`config.mk`:
```
export PLATFORM = sky130hd
export DESIGN_NAME = irq_ctl_top
export DESIGN_NICKNAME = d
export VERILOG_FILES = /design/src/rtl/irq_ctl_pkg.sv /design/src/rtl/irq_regif.sv /design/src/rtl/irq_pending_bank.sv /design/src/rtl/irq_gate.sv /design/src/rtl/irq_ctl_top.sv
export SDC_FILE = /design/constraint.sdc
export NUM_CORES = 1
export LEC_CHECK = 0
export ABC_AREA = 1
export ABC_CLOCK_PERIOD_IN_PS = 1000
export BUFFER_PORTS_ARGS = -buffer_cell sky130_fd_sc_hd__buf_2
export CAP_MARGIN = 15
export CELL_PAD_IN_SITES_DETAIL_PLACEMENT = 1
export CELL_PAD_IN_SITES_GLOBAL_PLACEMENT = 1
export CORE_ASPECT_RATIO = 0.7
export CORE_MARGIN = 1.5
export CORE_UTILIZATION = 24
export DETAILED_ROUTE_END_ITERATION = 8
export PLACE_DENSITY = 0.85
export SYNTH_ARGS = -nofsm -noshare
export SYNTH_HDL_FRONTEND = slang
export SYNTH_SLANG_ARGS = --single-unit
```
`constraint.sdc`:
```
create_clock -name clk -period 1 [get_ports clk]
set_clock_uncertainty 0.15 [all_clocks]
set_input_delay 0.1 -clock clk [delete_from_list [all_inputs] [get_ports clk]]
set_output_delay 0.1 -clock clk [all_outputs]
set_load 0.005 [all_outputs]
```
`src/rtl/irq_ctl_pkg.sv`:
```
// Package: shared constants and types for the host interrupt controller.
// Assumes five sources with fixed bit order; register width is one word.
package irq_ctl_pkg;
    localparam int NSRC    = 5;
    localparam int REG_W   = 16;
    localparam int CLR_OFS = 8;   // first clear-strobe bit in the control word

    localparam int SRC_VIDEO = 0;
    localparam int SRC_GPU   = 1;
    localparam int SRC_OBJ   = 2;
    localparam int SRC_TIMER = 3;
    localparam int SRC_EXT   = 4;

    typedef enum logic [1:0] {
        GATE_OPEN   = 2'd0,   // ready to raise a request
        GATE_ASSERT = 2'd1,   // request driven to the host
        GATE_WAIT   = 2'd2    // serviced, waiting for resume
    } gate_state_e;
endpackage

```
`src/rtl/irq_regif.sv`:
```
// Module: irq_regif
// Decodes register writes into the enable register, per-source clear
// strobes and a resume pulse, and forms the read-back word from the
// pending flags. Assumes single-cycle write strobes; reads have no side effect.
module irq_regif
    import irq_ctl_pkg::*;
#(
    parameter int N_SRC   = NSRC,
    parameter int DATA_W  = REG_W,
    parameter int CLR_LSB = CLR_OFS
) (
    input  logic              clk,
    input  logic              rst_n,
    input  logic              wr,
    input  logic              addr,
    input  logic [DATA_W-1:0] wdata,
    input  logic [N_SRC-1:0]  pending,
    output logic [N_SRC-1:0]  enable_q,
    output logic [N_SRC-1:0]  clr_strobe,
    output logic              resume_pulse,
    output logic [DATA_W-1:0] rdata
);
    localparam int PAD_W = DATA_W - N_SRC;

    logic ctl_wr;
    logic unused_wdata;

    // Decode which register the write is aimed at.
    always_comb begin
        ctl_wr       = wr && !addr;
        resume_pulse = wr && addr;
    end

    // Clear strobes come from the high byte on control writes only.
    always_comb begin
        clr_strobe = ctl_wr ? wdata[CLR_LSB +: N_SRC] : '0;
    end

    // Enable register: reloaded from the low bits on every control write.
    always_ff @(posedge clk) begin
        if (!rst_n)
            enable_q <= '0;
        else if (ctl_wr)
            enable_q <= wdata[N_SRC-1:0];
    end

    // Read-back returns pending status, zero-extended.
    always_comb begin
        rdata = {{PAD_W{1'b0}}, pending};
    end

    assign unused_wdata = ^wdata;

    // enables only move on a control write
    a_r5_enable_stable: assert property (@(posedge clk) disable iff (!rst_n)
        !(wr && !addr) |=> $stable(enable_q));
    // a control write loads the low bits
    a_r5_enable_load: assert property (@(posedge clk) disable iff (!rst_n)
        (wr && !addr) |=> enable_q == $past(wdata[N_SRC-1:0]));
endmodule

```
`src/rtl/irq_pending_bank.sv`:
```
// Module: irq_pending_bank
// One sticky pending flag per source. An event sets a flag and a clear
// strobe resets it; when both arrive together the set takes priority.
module irq_pending_bank
    import irq_ctl_pkg::*;
#(
    parameter int N_SRC = NSRC
) (
    input  logic             clk,
    input  logic             rst_n,
    input  logic [N_SRC-1:0] evt,
    input  logic [N_SRC-1:0] clr,
    output logic [N_SRC-1:0] pend_q
);
    for (genvar i = 0; i < N_SRC; i++) begin : g_flag
        // Sticky flag for source i, set dominant over clear.
        always_ff @(posedge clk) begin
            if (!rst_n)
                pend_q[i] <= 1'b0;
            else if (evt[i])
                pend_q[i] <= 1'b1;
            else if (clr[i])
                pend_q[i] <= 1'b0;
        end

        // an event always leaves the flag set
        a_r4_set_wins: assert property (@(posedge clk) disable iff (!rst_n)
            evt[i] |=> pend_q[i]);
        // a lone clear strobe empties the flag
        a_r3_clear: assert property (@(posedge clk) disable iff (!rst_n)
            (clr[i] && !evt[i]) |=> !pend_q[i]);
        // a flag never rises without an event
        a_r2_no_spurious: assert property (@(posedge clk) disable iff (!rst_n)
            (!pend_q[i] && !evt[i]) |=> !pend_q[i]);
    end
endmodule

```
`src/rtl/irq_gate.sv`:
```
// Module: irq_gate
// Drives the host request. Raises it when any enabled cause is pending,
// holds it until all such causes are gone, then blocks new requests
// until a resume pulse. A resume outside the waiting state is a no-op.
module irq_gate
    import irq_ctl_pkg::*;
(
    input  logic clk,
    input  logic rst_n,
    input  logic active_any,
    input  logic resume,
    output logic req
);
    gate_state_e state_q, state_d;

    // Next-state selection for the request gate.
    always_comb begin
        state_d = state_q;
        unique case (state_q)
            GATE_OPEN:   if (active_any) state_d = GATE_ASSERT;
            GATE_ASSERT: if (!active_any) state_d = GATE_WAIT;
            GATE_WAIT:   if (resume) state_d = GATE_OPEN;
            default:     state_d = GATE_OPEN;
        endcase
    end

    // State register.
    always_ff @(posedge clk) begin
        if (!rst_n)
            state_q <= GATE_OPEN;
        else
            state_q <= state_d;
    end

    // Request output is the asserting state.
    always_comb begin
        req = (state_q == GATE_ASSERT);
    end

    // while waiting without resume, the request stays low
    a_r7_holdoff: assert property (@(posedge clk) disable iff (!rst_n)
        (state_q == GATE_WAIT && !resume) |=> !req);
    // a request only rises after an enabled pending cause
    a_r6_rise_cause: assert property (@(posedge clk) disable iff (!rst_n)
        $rose(req) |-> $past(active_any));
    // the request holds while a cause remains
    a_r6_hold: assert property (@(posedge clk) disable iff (!rst_n)
        (req && active_any) |=> req);
endmodule

```
`src/rtl/irq_ctl_top.sv`:
```
// Module: irq_ctl_top
// Five-source host interrupt controller: register decode, pending
// flags and request gate. Assumes event inputs are synchronous to clk.
module irq_ctl_top
    import irq_ctl_pkg::*;
(
    input  logic        clk,
    input  logic        rst_n,
    input  logic [4:0]  src_evt,
    input  logic        reg_wr,
    input  logic        reg_addr,
    input  logic [15:0] reg_wdata,
    output logic [15:0] rd_data,
    output logic        cpu_irq
);
    logic [NSRC-1:0] enable_q;
    logic [NSRC-1:0] clr_strobe;
    logic [NSRC-1:0] pend_q;
    logic            resume_pulse;
    logic            active_any;

    irq_regif #(.N_SRC(NSRC), .DATA_W(REG_W), .CLR_LSB(CLR_OFS)) u_regif (
        .clk          (clk),
        .rst_n        (rst_n),
        .wr           (reg_wr),
        .addr         (reg_addr),
        .wdata        (reg_wdata),
        .pending      (pend_q),
        .enable_q     (enable_q),
        .clr_strobe   (clr_strobe),
        .resume_pulse (resume_pulse),
        .rdata        (rd_data)
    );

    irq_pending_bank #(.N_SRC(NSRC)) u_bank (
        .clk    (clk),
        .rst_n  (rst_n),
        .evt    (src_evt),
        .clr    (clr_strobe),
        .pend_q (pend_q)
    );

    // Any source both pending and enabled.
    always_comb begin
        active_any = |(pend_q & enable_q);
    end

    irq_gate u_gate (
        .clk        (clk),
        .rst_n      (rst_n),
        .active_any (active_any),
        .resume     (resume_pulse),
        .req        (cpu_irq)
    );

    // a disabled timer source alone never starts a request
    a_r5_timer_gate: assert property (@(posedge clk) disable iff (!rst_n)
        (!cpu_irq && !enable_q[SRC_TIMER] && ((pend_q & enable_q) == '0)) |=> !cpu_irq);
    // a resume write leaves the pending flags alone
    a_r8_resume_no_clear: assert property (@(posedge clk) disable iff (!rst_n)
        (reg_wr && reg_addr && src_evt == '0) |=> pend_q == $past(pend_q));
endmodule

```
==> results.cfg, run 1 <==
[power_and_ir_drop]
max-vdd-ir-drop_mv = 0.6191
power_density_nw_per_um2 = 1215
p_total_mw = 1.160
power.leakage_nw = 0.4723

[sta]
period_needed_ns = 1.085
setup_viol = 2
rsz0062_at_grt = yes
final-hold-violation-count = 0
tns_ns = -0.1239
hold_ws_ns = 0.004918
worst_slack_ns = -0.08469
timing.final.crit_share_pct = 108.5
max_freq_mhz = 921.9
timing.final.max_slew_violations = 0

[logic_synthesis]
yosys-top-cells-area = dfxtp_1 (43%), buf_4 (15%), nor2_1 (12%)
yosys.area_share.simple_pct = 25.23
ys_seq_elements = 12
syn_area_per_cell_um2 = 7.122
synth_edf_count = 0
synth_xor_area_share_pct = 0
yosys-top-cells-count = nor2_1 (18), nand2_1 (15), dfxtp_1 (12)
synthMuxAreaShare_pct = 0
synth_compound_area_share_pct = 9.910
yosys_warnings = 0
yosysMostFrequentCell = nor2_1
synth_top_family_by_area = simple AND/OR/NAND/NOR gates
synth_fa_ha_area_share_pct = 0
ys.flop_type = dfxtp_1
synth_top_area_share_pct = 43.24
netlist_instances = 78
ys_async_sr_fraction_pct = 0
yosys.area.top_type = dfxtp_1
synth_cell_types = 11
yosysSeqAreaShare_pct = 43.24
syn_area_um2 = 555.5

[clock_tree]
root_buffer = clkbuf_4
clock_latency_ns = 0.27
path_clk_slew_ns = 0.08
cts_buffer_depth = 2
htree_levels = 1
cts_made_buffers = 3
cts_tree = done
cts.sinks = 12

[global_routing]
grt_overflow_total = 0
grt_max_degree = 12
antenna_found_initial = 0
grt_pass1_wl_um = 2497
track_usage_pct = 13.20
grt_pass1_vias = 638

[hold_path]
hold_class = in2reg
hold_path_depth = 3

[critical_path]
rr_endpoint = u_gate.state_q[1]$_SDFFE_PN0P_
worst-setup-path-type = reg2out
end_kind = primary output
required_ns = 0.75
rrSetupSlack_ns = -0.04
reg2reg_depth = 5
worstPathMaxFanout = 3
endpoint = cpu_irq
cp_data_arrival_time_ns = 0.83
r2r-start = u_bank.pend_q[4]$_SDFFE_PN0P_
worstSetupStartpoint = u_gate.state_q[1]$_SDFFE_PN0P_
cp-start-kind = register

[route]
vias_per_cell = 3.904
wire_per_inst_um = 10.56
dr.pass1.iters = 2
drtAntennaViolNets = 0
drc = 0
vias = 609
wl_um = 1647
drt_first_iter_violations = 2

[finish]
area_growth_pct = 71.85
layout-drive-gt1-share_pct = 37.90
antenna_cells = 0
nNetsFinal = 150
final_cell_area_um2 = 954.7

[floorplan]
initial_core_util_pct = 25.58
design.die.area_um2 = 2617
die_x_um = 60.51
die_height_um = 43.26
core_um2 = 2172
num_io_pins = 42
row_count = 14

[placement]
place_hpwl_um = 1068
placed_area_um2 = 666.9
portBuffers = 24
place.gp.congestion = 0.6570

[run]
max-cap-violations = 0

[outcome]
status = finished with violations
violations = setup timing
## worst min-delay path by stage
stage,to,from
3_5_place_dp,u_bank.pend_q[4]$_SDFFE_PN0P_,src_evt[4]
3_3_place_gp,u_bank.pend_q[2]$_SDFFE_PN0P_,src_evt[2]
5_1_grt,u_bank.pend_q[3]$_SDFFE_PN0P_,rst_n
4_1_cts,u_bank.pend_q[2]$_SDFFE_PN0P_,rst_n
6_report,u_bank.pend_q[2]$_SDFFE_PN0P_,rst_n
2_1_floorplan,u_bank.pend_q[0]$_SDFFE_PN0P_,src_evt[0]
## area by class of cell
cell class,instances,area [um^2]
well taps,32,40.04
clock buffers,4,36.28
inverters,6,22.52
fillers,292,1217
multi-input cells,58,262.8
repair buffers,44,340.3
flip-flops and latches,12,252.7
## sequential cells by signal, indices dropped and copies added, names as in the netlist
name / count
u_gate.state_q: 2
u_bank.pend_q: 5
u_regif.enable_q: 5
## layout by cell type, fill, tap and decap left out, drive strengths merged
master       netlist  routed
buf               12      26
dfxtp             12      12
a21oi              6       6
nand3              2       2
o21ai              5       5
clkbuf             0       4
nor2              19      19
dlygate4sd3        0      18
nand2             15      15
inv                6       6
conb               1      11
## kinds of logic (layout without fill, tap and decap cells)
| logic type | Yosys count | count (layout) |
|---|---|---|
| other cells | 1 | 11 |
| simple gates | 36 | 36 |
| flops | 12 | 12 |
| compound gates | 11 | 11 |
| buf+inv | 18 | 54 |
## report_power, final
group | internal, mW | switching (mW)
combinational | 0.132 | 0.0964
clock | 0.221 | 0.169
sequential | 0.515 | 0.0265
total | 0.869 | 0.291
## critical path, stage by stage, from the launching register on
cell and delay, ns:
dfxtp_2 0.34, nor2_2 0.11, buf_2 0.12
## metrics by stage
stage	instances	utilization, %	setup WS, ns
final	156	43.95	-0.08469
after global routing	156	43.95	-0.1393
after CTS	156	41.59	-0.1193
after detailed placement	133	30.70	-0.02951
after global placement	133	30.70	-0.004418
after floorplan	88	-	0.09551
## what timing repair did
item	in CTS	in global routing
endpoints found under the setup margin	7	12
pin swaps	1	6
endpoints found under the hold margin	12	6
setup buffers	1	0
resized for setup	9	13
hold buffers	18	1
## metal layers
metal	GRT usage [%]	vias up	wire length [um]
li1	-	308	-
met1	13.17	275	618
met2	24.78	24	891
met3	4.268	2	123
met4	5.217	0	14
met5	0	-	0
Note: power is estimated with default switching activity, not from simulation.
==> run 2, diff against run 1 <==
- CORE_MARGIN: 1.5 -> 4
- CORE_UTILIZATION: 24 -> 27
- PLACE_DENSITY: 0.85 -> 0.88
- SYNTH_HIERARCHICAL: not set -> 1
==> results.cfg, run 2 <==
[global_routing]
grt_pass1_vias = 775
antenna_found_initial = 0
grt_max_degree = 8
grt_pass1_wl_um = 3277
track_usage_pct = 12.84
grt_overflow_total = 0

[finish]
top_regs = u_bank/pend_q (5), u_regif/enable_q (5), u_gate/state_q (2)
antenna_cells = 0
area_growth_pct = 47.58
layout_commonest_cell = inv_1
layout-drive-gt1-share_pct = 35.57
final_cell_mix = inv_1 (27), buf_2 (20), nand2_1 (18)
multiInputGateArea_um2 = 271.5
ff_latch_area_um2 = 250.2
final_util_pct = 41.98
fillers = 341
nNetsFinal = 175

[logic_synthesis]
ys_seq_elements = 12
synth_cell_types = 12
synth_edf_count = 0
syn_area_per_cell_um2 = 6.301
synth_top_area_share_pct = 34.35
ys.flop_type = dfxtp_1
yosys.area.top_type = dfxtp_1
ys_async_sr_fraction_pct = 0
yosysSeqAreaShare_pct = 34.35
yosys_warnings = 6
syn_area_um2 = 699.4
netlist_instances = 111
yosysMostFrequentCell = inv_1
yosys-top-cells-count = inv_1 (29), nand2_1 (19), nor2_1 (17)
yosys-top-cells-area = dfxtp_1 (34%), buf_4 (17%), inv_1 (16%)

[route]
drc = 0
dr.pass1.iters = 4
drtAntennaViolNets = 0
vias_per_cell = 3.945
vias = 722
wire_per_inst_um = 11.32
wl_um = 2071
drt_first_iter_violations = 13

[critical_path]
slowest_delay_ns = 0.32
path_buf_inv = 2
worst-setup-path-type = reg2reg
worstPathCellList = nand2_2, inv_1, nor2_1, nand2_1, inv_2, nand3_2, a21oi_2
worstPathMaxFanout = 2
required_ns = 1.03
cp_data_arrival_time_ns = 1.09
slowest_stage = dfxtp_1
end_kind = register
crit_family = flip-flops
cp-start-kind = register

[clock_tree]
cts_made_buffers = 3
cts_buffer_depth = 2
htree_levels = 1
cts_tree = done
cts.sinks = 12
path_clk_slew_ns = 0.06
root_buffer = clkbuf_8
clock_latency_ns = 0.24

[power_and_ir_drop]
power_density_nw_per_um2 = 1302
max-vdd-ir-drop_mv = 0.3741
power.leakage_nw = 0.6002

[placement]
place.gp.congestion = 0.7493
place_ws_ns = -0.09502
place_hpwl_um = 1535
portBuffers = 24

[hold_path]
hold_class = in2reg

[outcome]
status = finished with violations
violations = setup timing

[floorplan]
die_x_um = 68.83
core_um2 = 2459
design.die.area_um2 = 3481
num_io_pins = 42
initial_core_util_pct = 28.45
row_count = 15
die_height_um = 50.58

[sta]
timing.final.crit_share_pct = 106.0
setup_viol = 8
hold_ws_ns = 0.01144
period_needed_ns = 1.060
max_freq_mhz = 943.1
rsz0062_at_grt = yes
tns_ns = -0.2822
final-hold-violation-count = 0
timing.final.max_slew_violations = 0
worst_slack_ns = -0.06037

[run]
max-cap-violations = 0
==> run 2: changes by cell type after synthesis, sizes merged <==
cell | previous run | this run
nor3 | 0 | 1
o21ai | 5 | 0
nand3b | 0 | 1
buf | 12 | 16
nand3 | 2 | 6
nand2 | 15 | 19
inv | 6 | 31
nor2 | 19 | 18
==> run 2: worst paths after layout <==
kind,startpoint,end,slack (ns),depth (start not counted)
worst max-delay path,u_regif/enable_q[3]$_SDFFE_PN0P_,u_gate/state_q[1]$_SDFFE_PN0P_,-0.06,7
worst min-delay path,reg_wdata[0],u_regif/enable_q[0]$_SDFFE_PN0P_,0.01,5
worst max register to register,u_regif/enable_q[3]$_SDFFE_PN0P_,u_gate/state_q[1]$_SDFFE_PN0P_,-0.06,7
worst min register to register,u_gate/state_q[1]$_SDFFE_PN0P_,u_gate/state_q[0]$_SDFFE_PN0P_,0.33,1
==> run 2: kinds of logic (layout without fill, tap and decap cells) <==
family          count (synthesis)  after routing  synth area share (%)
buf+inv                        47             75                 33.81
simple gates                   45             45                 27.01
flops                          12             12                 34.35
compound gates                  6              6                 4.294
other cells                     1             11                0.5362
==> run 2: report_power, final <==
group	internal, mW	leakage (nW)	switching [mW]
Clock	0.348	0.0288	0.181
Combinational	0.144	0.470	0.130
Sequential	0.518	0.102	0.0234
Total	1.01	0.600	0.334
==> run 2: worst reg2reg max path: stages (launching register included) <==
cell and delay (ns):
dfxtp_1 0.32, nand2_2 0.06, inv_1 0.04, nor2_1 0.09
nand2_1 0.07, inv_2 0.07, nand3_2 0.07, a21oi_2 0.13
==> run 2: cell type report <==
type	instances	share of cell area (%)
Timing Repair Buffer	40	28.73
Multi-Input combinational cell	62	26.30
Sequential cell	12	24.24
Inverter	31	11.27
Clock buffer	4	5.333
Tap cell	34	4.121
==> run 2: repair_timing <==
action	CTS	global route
setup buffers	2	0
pin swaps	5	4
endpoints found under the hold margin	8	0
hold buffers	7	0
resized for setup	16	5
setup endpoints to repair	8	9
==> run 2: per-stage QoR <==
stage          area (um^2)  power, mW  instances
6_report              1032      1.344        183
4_1_cts               1022      1.350        183
5_1_grt               1032      1.420        183
2_1_floorplan        737.0     0.6882        121
3_5_place_dp         832.0     0.7541        170
3_3_place_gp         832.0     0.7373        170
==> run 2: per-layer routing <==
metal  track usage, %  vias up  wire length (um)
li1                 -      365                 -
met1            13.29      340               816
met2            25.04       15              1162
met3            1.342        2                70
met4            5.825        0                22
met5                0        -                 0
